### config.mk
export PLATFORM = sky130hd
export DESIGN_NAME = busCycleSeq
export DESIGN_NICKNAME = d
export VERILOG_FILES = /design/src/rtl/busSeqPkg.sv /design/src/rtl/busSeqCtrl.sv /design/src/rtl/busSeqPath.sv /design/src/rtl/busCycleSeq.sv
export SDC_FILE = /design/constraint.sdc
export NUM_CORES = 1
export LEC_CHECK = 0
export ABC_AREA = 1
export BUFFER_PORTS_ARGS = -buffer_cell sky130_fd_sc_hd__buf_2
export CORE_MARGIN = 2
export CORE_UTILIZATION = 40
export DETAILED_ROUTE_END_ITERATION = 7
export PLACE_DENSITY = 0.67
export SLEW_MARGIN = 20
export SYNTH_ARGS = -nofsm -noshare
export SYNTH_HDL_FRONTEND = slang
export SYNTH_SLANG_ARGS = --single-unit
### constraint.sdc
create_clock -name clk -period 2.7 [get_ports clk]
set_input_delay 0 -clock clk [delete_from_list [all_inputs] [get_ports clk]]
set_output_delay 0 -clock clk [all_outputs]
set_load 0.02 [all_outputs]
### src/rtl/busSeqPkg.sv
package busSeqPkg;

  typedef enum logic [2:0] {
    CYC_FETCH = 3'd0,
    CYC_MRD   = 3'd1,
    CYC_MWR   = 3'd2,
    CYC_IORD  = 3'd3,
    CYC_IOWR  = 3'd4,
    CYC_INTA  = 3'd5
  } cycKindT;

  typedef enum logic [2:0] {
    ST_IDLE = 3'd0,
    ST_T1   = 3'd1,
    ST_T2   = 3'd2,
    ST_TW   = 3'd3,
    ST_T3   = 3'd4,
    ST_T4   = 3'd5,
    ST_HOLD = 3'd6
  } tStateT;

  // registered pin-level strobes, active high inside the block
  typedef struct packed {
    logic rd;
    logic wr;
    logic mreq;
    logic iorq;
    logic m1;
    logic rfsh;
    logic drvAddr;
    logic drvData;
    logic drvCtrl;
  } strobeT;

  // control to datapath
  typedef struct packed {
    logic accept;
    logic capture;
    logic rfshInc;
    logic useRfsh;
  } pathCtlT;

endpackage

### src/rtl/busSeqCtrl.sv
module busSeqCtrl
  import busSeqPkg::*;
#(
  parameter int IO_WAITS   = 1,
  parameter int INTA_WAITS = 2,
  parameter int WCNT_W     = 2
) (
  input  logic       clk,
  input  logic       rstN,
  input  logic       reqValid,
  input  logic [2:0] reqKind,
  input  logic       waitN,
  input  logic       busReqN,
  output logic       reqReady,
  output logic       cycDone,
  output logic       busAck,
  output strobeT     pins,
  output pathCtlT    pathCtl
);

  tStateT              state, nState;
  cycKindT             kind, nKind;
  logic [WCNT_W-1:0]   autoLeft, nAuto;
  strobeT              pinsQ;
  logic                useRfshQ;
  logic                ackQ;
  logic                doneQ;
  tStateT              endSt;
  logic                lastSt;
  logic                isFetch;
  logic                isWrite;

  function automatic logic [WCNT_W-1:0] autoFor(input cycKindT k);
    case (k)
      CYC_IORD, CYC_IOWR: autoFor = WCNT_W'(IO_WAITS);
      CYC_INTA:           autoFor = WCNT_W'(INTA_WAITS);
      default:            autoFor = '0;
    endcase
  endfunction

  function automatic strobeT pinsFor(input tStateT s, input cycKindT k);
    strobeT p;
    logic   wrKind;
    p      = '0;
    wrKind = (k == CYC_MWR) || (k == CYC_IOWR);
    case (s)
      ST_IDLE: begin
        p.drvAddr = 1'b1;
        p.drvCtrl = 1'b1;
      end
      ST_T1, ST_T2, ST_TW, ST_T3, ST_T4: begin
        p.drvAddr = 1'b1;
        p.drvCtrl = 1'b1;
        p.drvData = wrKind && (s != ST_T4);
        if (k == CYC_FETCH) begin
          if (s == ST_T3 || s == ST_T4) begin
            p.mreq = 1'b1;
            p.rfsh = 1'b1;
          end else begin
            p.mreq = 1'b1;
            p.m1   = 1'b1;
            p.rd   = 1'b1;
          end
        end else begin
          p.mreq = (k == CYC_MRD) || (k == CYC_MWR);
          p.iorq = (k == CYC_IORD) || (k == CYC_IOWR) || (k == CYC_INTA);
          p.m1   = (k == CYC_INTA);
          p.rd   = (k == CYC_MRD) || (k == CYC_IORD);
          p.wr   = wrKind && (s != ST_T1);
        end
      end
      default: p = '0;
    endcase
    pinsFor = p;
  endfunction

  assign isFetch = (kind == CYC_FETCH);
  assign isWrite = (kind == CYC_MWR) || (kind == CYC_IOWR);
  assign endSt   = busReqN ? ST_IDLE : ST_HOLD;
  assign lastSt  = (state == ST_T4) || ((state == ST_T3) && !isFetch);

  always_comb begin
    nState = state;
    nKind  = kind;
    nAuto  = autoLeft;
    case (state)
      ST_IDLE: begin
        if (!busReqN) begin
          nState = ST_HOLD;
        end else if (reqValid) begin
          nState = ST_T1;
          nKind  = cycKindT'(reqKind);
          nAuto  = autoFor(cycKindT'(reqKind));
        end
      end
      ST_T1: nState = ST_T2;
      ST_T2, ST_TW: begin
        if (autoLeft != '0) begin
          nState = ST_TW;
          nAuto  = autoLeft - WCNT_W'(1);
        end else if (!waitN) begin
          nState = ST_TW;
        end else begin
          nState = ST_T3;
        end
      end
      ST_T3:   nState = isFetch ? ST_T4 : endSt;
      ST_T4:   nState = endSt;
      ST_HOLD: nState = busReqN ? ST_IDLE : ST_HOLD;
      default: nState = ST_IDLE;
    endcase
  end

  always_ff @(posedge clk or negedge rstN) begin
    if (!rstN) begin
      state    <= ST_IDLE;
      kind     <= CYC_FETCH;
      autoLeft <= '0;
      pinsQ    <= '0;
      useRfshQ <= 1'b0;
      ackQ     <= 1'b0;
      doneQ    <= 1'b0;
    end else begin
      state    <= nState;
      kind     <= nKind;
      autoLeft <= nAuto;
      pinsQ    <= pinsFor(nState, nKind);
      useRfshQ <= (nKind == CYC_FETCH) && (nState == ST_T3 || nState == ST_T4);
      ackQ     <= (nState == ST_HOLD);
      doneQ    <= lastSt;
    end
  end

  assign reqReady        = (state == ST_IDLE) && busReqN;
  assign cycDone         = doneQ;
  assign busAck          = ackQ;
  assign pins            = pinsQ;
  assign pathCtl.accept  = (state == ST_IDLE) && busReqN && reqValid;
  assign pathCtl.capture = (isFetch && (state == ST_T2 || state == ST_TW) && nState == ST_T3)
                         || (!isFetch && !isWrite && state == ST_T3);
  assign pathCtl.rfshInc = (state == ST_T4);
  assign pathCtl.useRfsh = useRfshQ;

  AST_IO_AUTO_WAIT: assert property (@(posedge clk) disable iff (!rstN)
    (state == ST_T2 && (kind == CYC_IORD || kind == CYC_IOWR) && IO_WAITS >= 1)
      |=> (state == ST_TW));

  AST_INTA_TWO_WAITS: assert property (@(posedge clk) disable iff (!rstN)
    (state == ST_T2 && kind == CYC_INTA && INTA_WAITS >= 2)
      |=> (state == ST_TW) ##1 (state == ST_TW));

  AST_WAIT_STRETCH: assert property (@(posedge clk) disable iff (!rstN)
    ((state == ST_T2 || state == ST_TW) && autoLeft == '0 && !waitN)
      |=> (state == ST_TW) && $stable(pinsQ));

  AST_HOLD_FLOAT: assert property (@(posedge clk) disable iff (!rstN)
    ackQ |-> !pinsQ.drvAddr && !pinsQ.drvData && !pinsQ.drvCtrl);

  AST_NO_MIDCYCLE_GRANT: assert property (@(posedge clk) disable iff (!rstN)
    (state == ST_T1 || state == ST_T2 || state == ST_TW) |=> !ackQ);

  AST_RFSH_WITH_MREQ: assert property (@(posedge clk) disable iff (!rstN)
    pinsQ.rfsh |-> pinsQ.mreq && !pinsQ.rd && !pinsQ.m1 && useRfshQ);

  AST_DONE_PULSE: assert property (@(posedge clk) disable iff (!rstN)
    doneQ |=> !doneQ);

endmodule

### src/rtl/busSeqPath.sv
module busSeqPath
  import busSeqPkg::*;
#(
  parameter int ADDR_W = 16,
  parameter int DATA_W = 8,
  parameter int RFSH_W = 7
) (
  input  logic              clk,
  input  logic              rstN,
  input  pathCtlT           ctl,
  input  logic [ADDR_W-1:0] reqAddr,
  input  logic [DATA_W-1:0] reqWrData,
  input  logic [DATA_W-1:0] busDataIn,
  input  logic              rfshLoad,
  input  logic [DATA_W-1:0] rfshLoadVal,
  output logic [ADDR_W-1:0] busAddr,
  output logic [DATA_W-1:0] busDataOut,
  output logic [DATA_W-1:0] rdData,
  output logic [DATA_W-1:0] rfshReg
);

  localparam int PAD_W = ADDR_W - DATA_W;

  logic [ADDR_W-1:0] addrQ;
  logic [DATA_W-1:0] wdQ;
  logic [DATA_W-1:0] rdQ;
  logic [DATA_W-1:0] rfshQ;
  logic [DATA_W-1:0] rfshStep;

  generate
    if (RFSH_W < DATA_W) begin : g_partialRfsh
      assign rfshStep = {rfshQ[DATA_W-1:RFSH_W], rfshQ[RFSH_W-1:0] + RFSH_W'(1)};

      AST_RFSH_STEP: assert property (@(posedge clk) disable iff (!rstN)
        (ctl.rfshInc && !rfshLoad)
          |=> (rfshQ[DATA_W-1:RFSH_W] == $past(rfshQ[DATA_W-1:RFSH_W]))
           && (rfshQ[RFSH_W-1:0] == $past(rfshQ[RFSH_W-1:0]) + RFSH_W'(1)));
    end else begin : g_fullRfsh
      assign rfshStep = rfshQ + DATA_W'(1);

      AST_RFSH_STEP: assert property (@(posedge clk) disable iff (!rstN)
        (ctl.rfshInc && !rfshLoad) |=> (rfshQ == $past(rfshQ) + DATA_W'(1)));
    end
  endgenerate

  always_ff @(posedge clk or negedge rstN) begin
    if (!rstN) begin
      addrQ <= '0;
      wdQ   <= '0;
      rdQ   <= '0;
      rfshQ <= '0;
    end else begin
      if (ctl.accept) begin
        addrQ <= reqAddr;
        wdQ   <= reqWrData;
      end
      if (ctl.capture) begin
        rdQ <= busDataIn;
      end
      if (rfshLoad) begin
        rfshQ <= rfshLoadVal;
      end else if (ctl.rfshInc) begin
        rfshQ <= rfshStep;
      end
    end
  end

  assign busAddr    = ctl.useRfsh ? {{PAD_W{1'b0}}, rfshQ} : addrQ;
  assign busDataOut = wdQ;
  assign rdData     = rdQ;
  assign rfshReg    = rfshQ;

  AST_LOAD_WINS: assert property (@(posedge clk) disable iff (!rstN)
    rfshLoad |=> (rfshQ == $past(rfshLoadVal)));

  AST_CAPTURE_TAKES_BUS: assert property (@(posedge clk) disable iff (!rstN)
    ctl.capture |=> (rdQ == $past(busDataIn)));

  AST_ADDR_HELD: assert property (@(posedge clk) disable iff (!rstN)
    !ctl.accept |=> $stable(addrQ));

endmodule

### src/rtl/busCycleSeq.sv
module busCycleSeq
  import busSeqPkg::*;
#(
  parameter int ADDR_W     = 16,
  parameter int DATA_W     = 8,
  parameter int RFSH_W     = 7,
  parameter int IO_WAITS   = 1,
  parameter int INTA_WAITS = 2
) (
  input  logic              clk,
  input  logic              rstN,
  input  logic              reqValid,
  input  logic [2:0]        reqKind,
  input  logic [ADDR_W-1:0] reqAddr,
  input  logic [DATA_W-1:0] reqWrData,
  output logic              reqReady,
  output logic              cycDone,
  output logic [DATA_W-1:0] rdData,
  output logic [ADDR_W-1:0] busAddr,
  output logic              addrOe,
  output logic [DATA_W-1:0] busDataOut,
  input  logic [DATA_W-1:0] busDataIn,
  output logic              dataOe,
  output logic              rdN,
  output logic              wrN,
  output logic              mreqN,
  output logic              iorqN,
  output logic              m1N,
  output logic              rfshN,
  output logic              ctrlOe,
  input  logic              waitN,
  input  logic              busReqN,
  output logic              busAckN,
  input  logic              rfshLoad,
  input  logic [DATA_W-1:0] rfshLoadVal,
  output logic [DATA_W-1:0] rfshReg
);

  localparam int MAX_WAITS = (IO_WAITS > INTA_WAITS) ? IO_WAITS : INTA_WAITS;
  localparam int WCNT_W    = (MAX_WAITS < 1) ? 1 : $clog2(MAX_WAITS + 1);

  strobeT  pins;
  pathCtlT pathCtl;
  logic    busAck;

  busSeqCtrl #(
    .IO_WAITS  (IO_WAITS),
    .INTA_WAITS(INTA_WAITS),
    .WCNT_W    (WCNT_W)
  ) u_ctrl (
    .clk     (clk),
    .rstN    (rstN),
    .reqValid(reqValid),
    .reqKind (reqKind),
    .waitN   (waitN),
    .busReqN (busReqN),
    .reqReady(reqReady),
    .cycDone (cycDone),
    .busAck  (busAck),
    .pins    (pins),
    .pathCtl (pathCtl)
  );

  busSeqPath #(
    .ADDR_W(ADDR_W),
    .DATA_W(DATA_W),
    .RFSH_W(RFSH_W)
  ) u_path (
    .clk        (clk),
    .rstN       (rstN),
    .ctl        (pathCtl),
    .reqAddr    (reqAddr),
    .reqWrData  (reqWrData),
    .busDataIn  (busDataIn),
    .rfshLoad   (rfshLoad),
    .rfshLoadVal(rfshLoadVal),
    .busAddr    (busAddr),
    .busDataOut (busDataOut),
    .rdData     (rdData),
    .rfshReg    (rfshReg)
  );

  assign rdN     = ~pins.rd;
  assign wrN     = ~pins.wr;
  assign mreqN   = ~pins.mreq;
  assign iorqN   = ~pins.iorq;
  assign m1N     = ~pins.m1;
  assign rfshN   = ~pins.rfsh;
  assign addrOe  = pins.drvAddr;
  assign dataOe  = pins.drvData;
  assign ctrlOe  = pins.drvCtrl;
  assign busAckN = ~busAck;

  AST_STROBE_EXCL: assert property (@(posedge clk) disable iff (!rstN)
    !(!rdN && !wrN) && !(!mreqN && !iorqN));

endmodule

### Word level (Yosys, flattened, before mapping)

Cells that the tools add are included.

* equal/unequal tests: 27
* multiplexer cells: 29
* bitwise operators: 7
* add/subtract/negate cells: 2
* reductions and logical operators: 35

Operator list (count)
* 3-bit == test (second input constant): 11
* 3-bit 2-to-1 mux: 9
* 3-bit by 2-bit == test with 1-bit output (second input constant): 8
* 16-bit 2-to-1 mux: 1
* 3-bit one-hot mux with 5 select lines: 1
* 3-bit logical NOT: 4
* 1-bit logical AND: 10
* 1-bit logical OR: 10
* 1-bit 2-to-1 mux: 10
* 3-bit by 1-bit == test with 1-bit output (second input constant): 3
* 8-bit 2-to-1 mux: 1
* 2-bit one-hot mux with 2 select lines: 2
* 7-bit by 1-bit adder with 7-bit output (second input constant): 1
* 7-bit 2-to-1 mux: 1
* 1-bit inverter: 7
* 2-bit 2-to-1 mux: 3
* 6-bit 2-to-1 mux: 1
* 2-bit nonzero test: 3
* 2-bit OR reduction: 3
* 6-bit OR reduction: 1
* 5-bit OR reduction: 1
* 2-bit != test (second input constant): 2
* 4-bit AND reduction: 1
* 3-bit by 1-bit != test with 1-bit output (second input constant): 1
* 4 further kinds: 5

* bits in registers: 59
* input bits: 49
* output and inout port bits: 52
* word-level logic and storage cells: 119

### Depth between registers and ports, before layout

* word-level depth: 8
* gate-level depth with buffers: 9
* mapped depth without buffers: 9

### Cells and area by module

From an unflattened synthesis, not the netlist that was laid out.

* cell total of the unflattened synthesis: 319
* area total of the unflattened synthesis: 2911.5 um2

Modules (own cells, without submodules)
* busSeqPath: seq. area each 1001.0 um2, area an instance 1820.5 um2, instances 1, cells an instance 186
* busSeqCtrl: seq. area each 475.5 um2, area an instance 1064.8 um2, instances 1, cells an instance 126
* busCycleSeq: seq. area each 0.0 um2, area an instance 26.3 um2, instances 1, cells an instance 7

### Worst setup path before layout

Ideal clock, no wire load.

* path type: register -> register
* start point: register u_path.rfshQ[0], in the netlist u_path.rfshReg[0]
* end point: register u_path.rfshQ[6], in the netlist u_path.rfshReg[6]
* buffers on the path: 0
* required time: 2.572 ns
* clock period less this slack: 1.373 ns
* slack: 1.327 ns
* arrival: 1.245 ns
* setup time: 0.128 ns
* stages on the path, launching flop included: 6
* path through: dfrtp_1 > ha_1 > nand4_1 > o21a_1 > nor3_1 > o21ai_0

* cells in the longest elaborated chain, start to end: 3

RTL lines
* from (decl): line busSeqPath.sv:27 `logic [DATA_W-1:0] rfshQ;`
* from (signal assigned): line busSeqPath.sv:61 `rfshQ <= rfshLoadVal;`
* from (signal assigned): line busSeqPath.sv:63 `rfshQ <= rfshStep;`
* 7-bit by 1-bit adder with 7-bit output: line busSeqPath.sv:32 `assign rfshStep = {rfshQ[DATA_W-1:RFSH_W], rfshQ[RFSH_W-1:0] + RFSH_W'(1)};`
* 7-bit 2-to-1 mux: line busSeqPath.sv:62 `end else if (ctl.rfshInc) begin`
* 8-bit 2-to-1 mux: line busSeqPath.sv:60 `if (rfshLoad) begin`

No other way between the ends. The select of a mux whose other input is x is not followed.
A chain may end at the register's enable or synchronous reset.

### Final worst setup path

* start point: register u_ctrl.state[1]
* end point: register u_path.addrQ[9]

* cells in the longest elaborated chain, start to end: 3

RTL lines
* from (decl): line busSeqCtrl.sv:21 `tStateT state, nState;`
* from (signal assigned): line busSeqCtrl.sv:124 `state <= nState;`
* 3-bit logical NOT: line busSeqCtrl.sv:138 `assign pathCtl.accept = (state == ST_IDLE) && busReqN && reqValid;`
* 1-bit logical AND (2 in series): line busSeqCtrl.sv:138
* to (signal assigned): line busSeqPath.sv:54 `addrQ <= reqAddr;`
* to (decl): line busSeqPath.sv:24 `logic [ADDR_W-1:0] addrQ;`

No other way between the ends.

==> summary.txt <==
Outcome: completed
IO buf count: 100
Gate count of the mapped netlist: 342
Final critical-path required period: 1.641 ns
Share of layout cells above drive strength 1: 0.2648
Worst Hold Class: in2reg
Synthesis Warnings: 0
Reported max-cap violation count: 0
Worst slack, placed: 1.043 ns
Starting density of the core: 0.4104
Leakage dissipation: 2.062 nW
Data arrival time of the worst path: 1.89 ns
Fraction of registers with async set/reset: 1.000
Setup skew after layout: 0.008202 ns
Number of global-route vias before repair: 2596
Pwr dens: 1038 nW/um2
Count of unresolved DRC violations after routing: 0
Synth Register Bits: 59
Total nets after synthesis: 393
Layout area overhead: 41.34%
# nets final: 538
Hold Slack: 0.02755 ns
Top Family by Delay on Critical Path: simple AND/OR/NAND/NOR gates
Number of DRC violations after detailed-routing iteration 0: 65
Via count: 2675
Number of hold-slack violations in the final timing report: 0
Routability congestion estimate: 0.8241
# placed instances: 514
Largest driver fanout on the critical path: 41
Initial antenna violation count: 0
Relative contribution of the clock network to total power: 0.168
ANT nets after route: 0
Max Root-Sink Buffers: 2
Area enclosed by the die boundary: 7613 um2
Final Non-Filler Cells: 571
Crit path buf inv count: 2
Fmax: 609.2 MHz
CTS clock-pin slew for the worst setup and hold paths: 0.07 ns
Setup slack of the most critical reg-to-reg path: 1.06 ns
Max-slew headroom at the worst pin: 0.5186
Reported net switching power: 1.809 mW
Setup tns final: 0 ns
Core Area: 6756 um2
Chain of cells forming the critical path: nor2_1 -> nand4_4 -> inv_1 -> buf_4 -> nand2_1 -> o21ai_0
Routed length per instance: 11.80 um
Insertion delay to the later sink of the worst-skew pair: 0.33 ns
Clock tree from TritonCTS: yes
Root Buffer Master: sky130_fd_sc_hd__clkbuf_8
Worst Setup Slack, final: 1.059 ns
Cell Rows: 30
Reg power frac: 0.363
Number of diodes: 0
Number of detailed-routing iterations run before antenna repair: 4
Slew at the pin with the worst max-slew slack: 0.7222 ns
Critical path's slowest cell: sky130_fd_sc_hd__dfrtp_1
Internal power consumption: 2.259 mW
Maximum cell stage delay along the critical path: 0.45 ns
Number of max-slew violations in the final report: 0
Post-synth EDFFs: 0
Post-synthesis cell area: 2773 um2
Number of setup violations in the final report: 0
Count of different cell masters after synthesis: 31
Post-route clock period utilization: 0.6079
Start-to-end type of the worst setup path: reg2reg
Post-CTS sizing: 0
Die X-Extent: 87.26 um
Number of sinks handled by clock tree synthesis: 59
Critical Path Start Type: register
Worst ir drop on vdd: 0.4229 mV
Vertical extent of the die: 87.26 um
Setup repair after global routing missed its margin: no
Wire length of the first global-routing pass: 11000 um
Count of boundary I/O pins: 101
CTS buffer count: 9
Clock H-tree levels: 3
Routed via count divided by cell count: 4.685
Largest net degree at the start of global routing: 42
GRT overflow: 0
Sw Ratio: 0.4446
All-Layer GR Usage: 0.1859
Post-DP HPWL: 4651 um
Share of power burned in combinational logic: 0.468
Share of the yosys chip area belonging to registers: 0.5325
Ys flop type: sky130_fd_sc_hd__dfrtp_1
Mean instance size in the synthesized netlist: 8.107 um2
Element type at the critical path end: register
Final wirelength: 6739 um
Worst path required time: 2.95 ns
## worst register-to-register path: cells and delay by family, from the launching register on
family,cells,cell delay (ns)
AOI/OAI and AO/OA,1,0.10
buffers and inverters,2,0.46
DFF,1,0.45
and+or+nand+nor,3,0.55
## state kept, by name (all words and copies together), names as in the netlist
signal,flops
u_path.addrQ,16
u_ctrl.state,3
u_path.busDataOut,8
u_path.rdData,8
u_ctrl.useRfshQ,1
u_ctrl.pins,8
u_ctrl.busAck,1
u_ctrl.autoLeft,2
u_path.rfshReg,8
u_ctrl.kind,3
u_ctrl.cycDone,1
## stage by stage
stage / cell area (um2) / power [mW] / util
after floorplan: 2773 / 2.761 / -
after global placement: 3331 / 3.315 / 0.4930
after detailed placement: 3331 / 3.352 / 0.4930
after CTS: 3919 / 4.107 / 0.5800
after global routing: 3919 / 4.408 / 0.5800
final: 3919 / 4.068 / 0.5800
## cells by family (layout without fill, tap and decap cells)
group,count (synthesis),after routing,synth area share
buffers and inverters,64,213,0.09386
XOR/XNOR,1,1,0.003159
AND/OR/NAND/NOR,157,157,0.2468
flip-flops,59,59,0.5325
adder cells (fa/ha/maj),2,2,0.009024
AO/OA/AOI/OAI,59,59,0.1146
## worst paths after layout
check | start | to | cells past startpoint
max in group asynchronous | rstN | u_path.addrQ[0]$_DFFE_PN0P_ | 3
max reg2reg | u_ctrl.state[1]$_DFF_PN0_ | u_path.addrQ[9]$_DFFE_PN0P_ | 6
min reg2reg | u_path.busDataOut[5]$_DFFE_PN0P_ | u_path.busDataOut[5]$_DFFE_PN0P_ | 2
min in group asynchronous | rstN | u_ctrl.pins[2]$_DFF_PN0_ | 2
max | u_ctrl.state[1]$_DFF_PN0_ | u_path.addrQ[9]$_DFFE_PN0P_ | 6
min | reqKind[0] | u_ctrl.kind[0]$_DFF_PN0_ | 3
## cells in the mapped netlist (2+ instances only)
| cell type | number | area [um2] |
|---|---|---|
| sky130_fd_sc_hd__a21oi_1 | 8 | 40.04 |
| sky130_fd_sc_hd__buf_2 | 4 | 20.02 |
| sky130_fd_sc_hd__buf_4 | 2 | 15.01 |
| sky130_fd_sc_hd__clkbuf_1 | 3 | 11.26 |
| sky130_fd_sc_hd__dfrtp_1 | 59 | 1476 |
| sky130_fd_sc_hd__ha_1 | 2 | 25.02 |
| sky130_fd_sc_hd__inv_1 | 50 | 187.7 |
| sky130_fd_sc_hd__inv_2 | 3 | 11.26 |
| sky130_fd_sc_hd__nand2_1 | 96 | 360.4 |
| sky130_fd_sc_hd__nand3_1 | 13 | 65.06 |
| sky130_fd_sc_hd__nand3b_1 | 3 | 22.52 |
| sky130_fd_sc_hd__nand4_1 | 4 | 25.02 |
| sky130_fd_sc_hd__nor2_1 | 23 | 86.33 |
| sky130_fd_sc_hd__nor2_2 | 3 | 18.77 |
| sky130_fd_sc_hd__nor3_1 | 9 | 45.04 |
| sky130_fd_sc_hd__o21ai_0 | 45 | 225.2 |
## routing by layer
| metal | vias up | GRT usage | wire length [um] | part of all wire |
|---|---|---|---|---|
| li1 | 1370 | - | - | - |
| met1 | 1211 | 0.2181 | 3032 | 0.45 |
| met5 | - | 0 | 0 | 0 |
| met3 | 11 | 0.05118 | 382 | 0.057 |
| met4 | 0 | 0.06853 | 102 | 0.015 |
| met2 | 83 | 0.3237 | 3222 | 0.48 |
## placed cells by master (no fill, tap or decap), drive strengths merged, types with 2 or more instances in the layout
cell type    count
buf            102
nand2           98
dfrtp           59
inv             53
o21ai           47
dlygate4sd3     42
nor2            26
nand3           14
clkbuf          10
nor3             9
a21oi            8
nand4            5
clkinv           4
nand3b           3
ha               2
clkinvlp         2
## power groups by stage
stage | clock network (mW) | logic [mW] | registers (mW)
4_1_cts | 0.714 | 1.92 | 1.48
3_5_place_dp | 0 | 1.86 | 1.49
2_1_floorplan | 0 | 1.12 | 1.65
5_1_grt | 0.747 | 2.14 | 1.52
6_report | 0.684 | 1.91 | 1.48
3_3_place_gp | 0 | 1.83 | 1.49
## layout make-up
cell class                 instances  area (um2)
fill                             614        2838
sequential                        59        1476
multi-input combinational        219        1036
timing repair buffer             144       935.9
inverter                          54       202.7
clock buffer                      10       137.6
tap                               80       100.1
clock inverter                     5       30.03
## repair_timing
action / CTS / global route
hold buffers: 42 / 0
endpoints found under the hold margin: 73 / 0
buffers inserted: 0 / 0
Note: power is estimated with default switching activity, not from simulation.
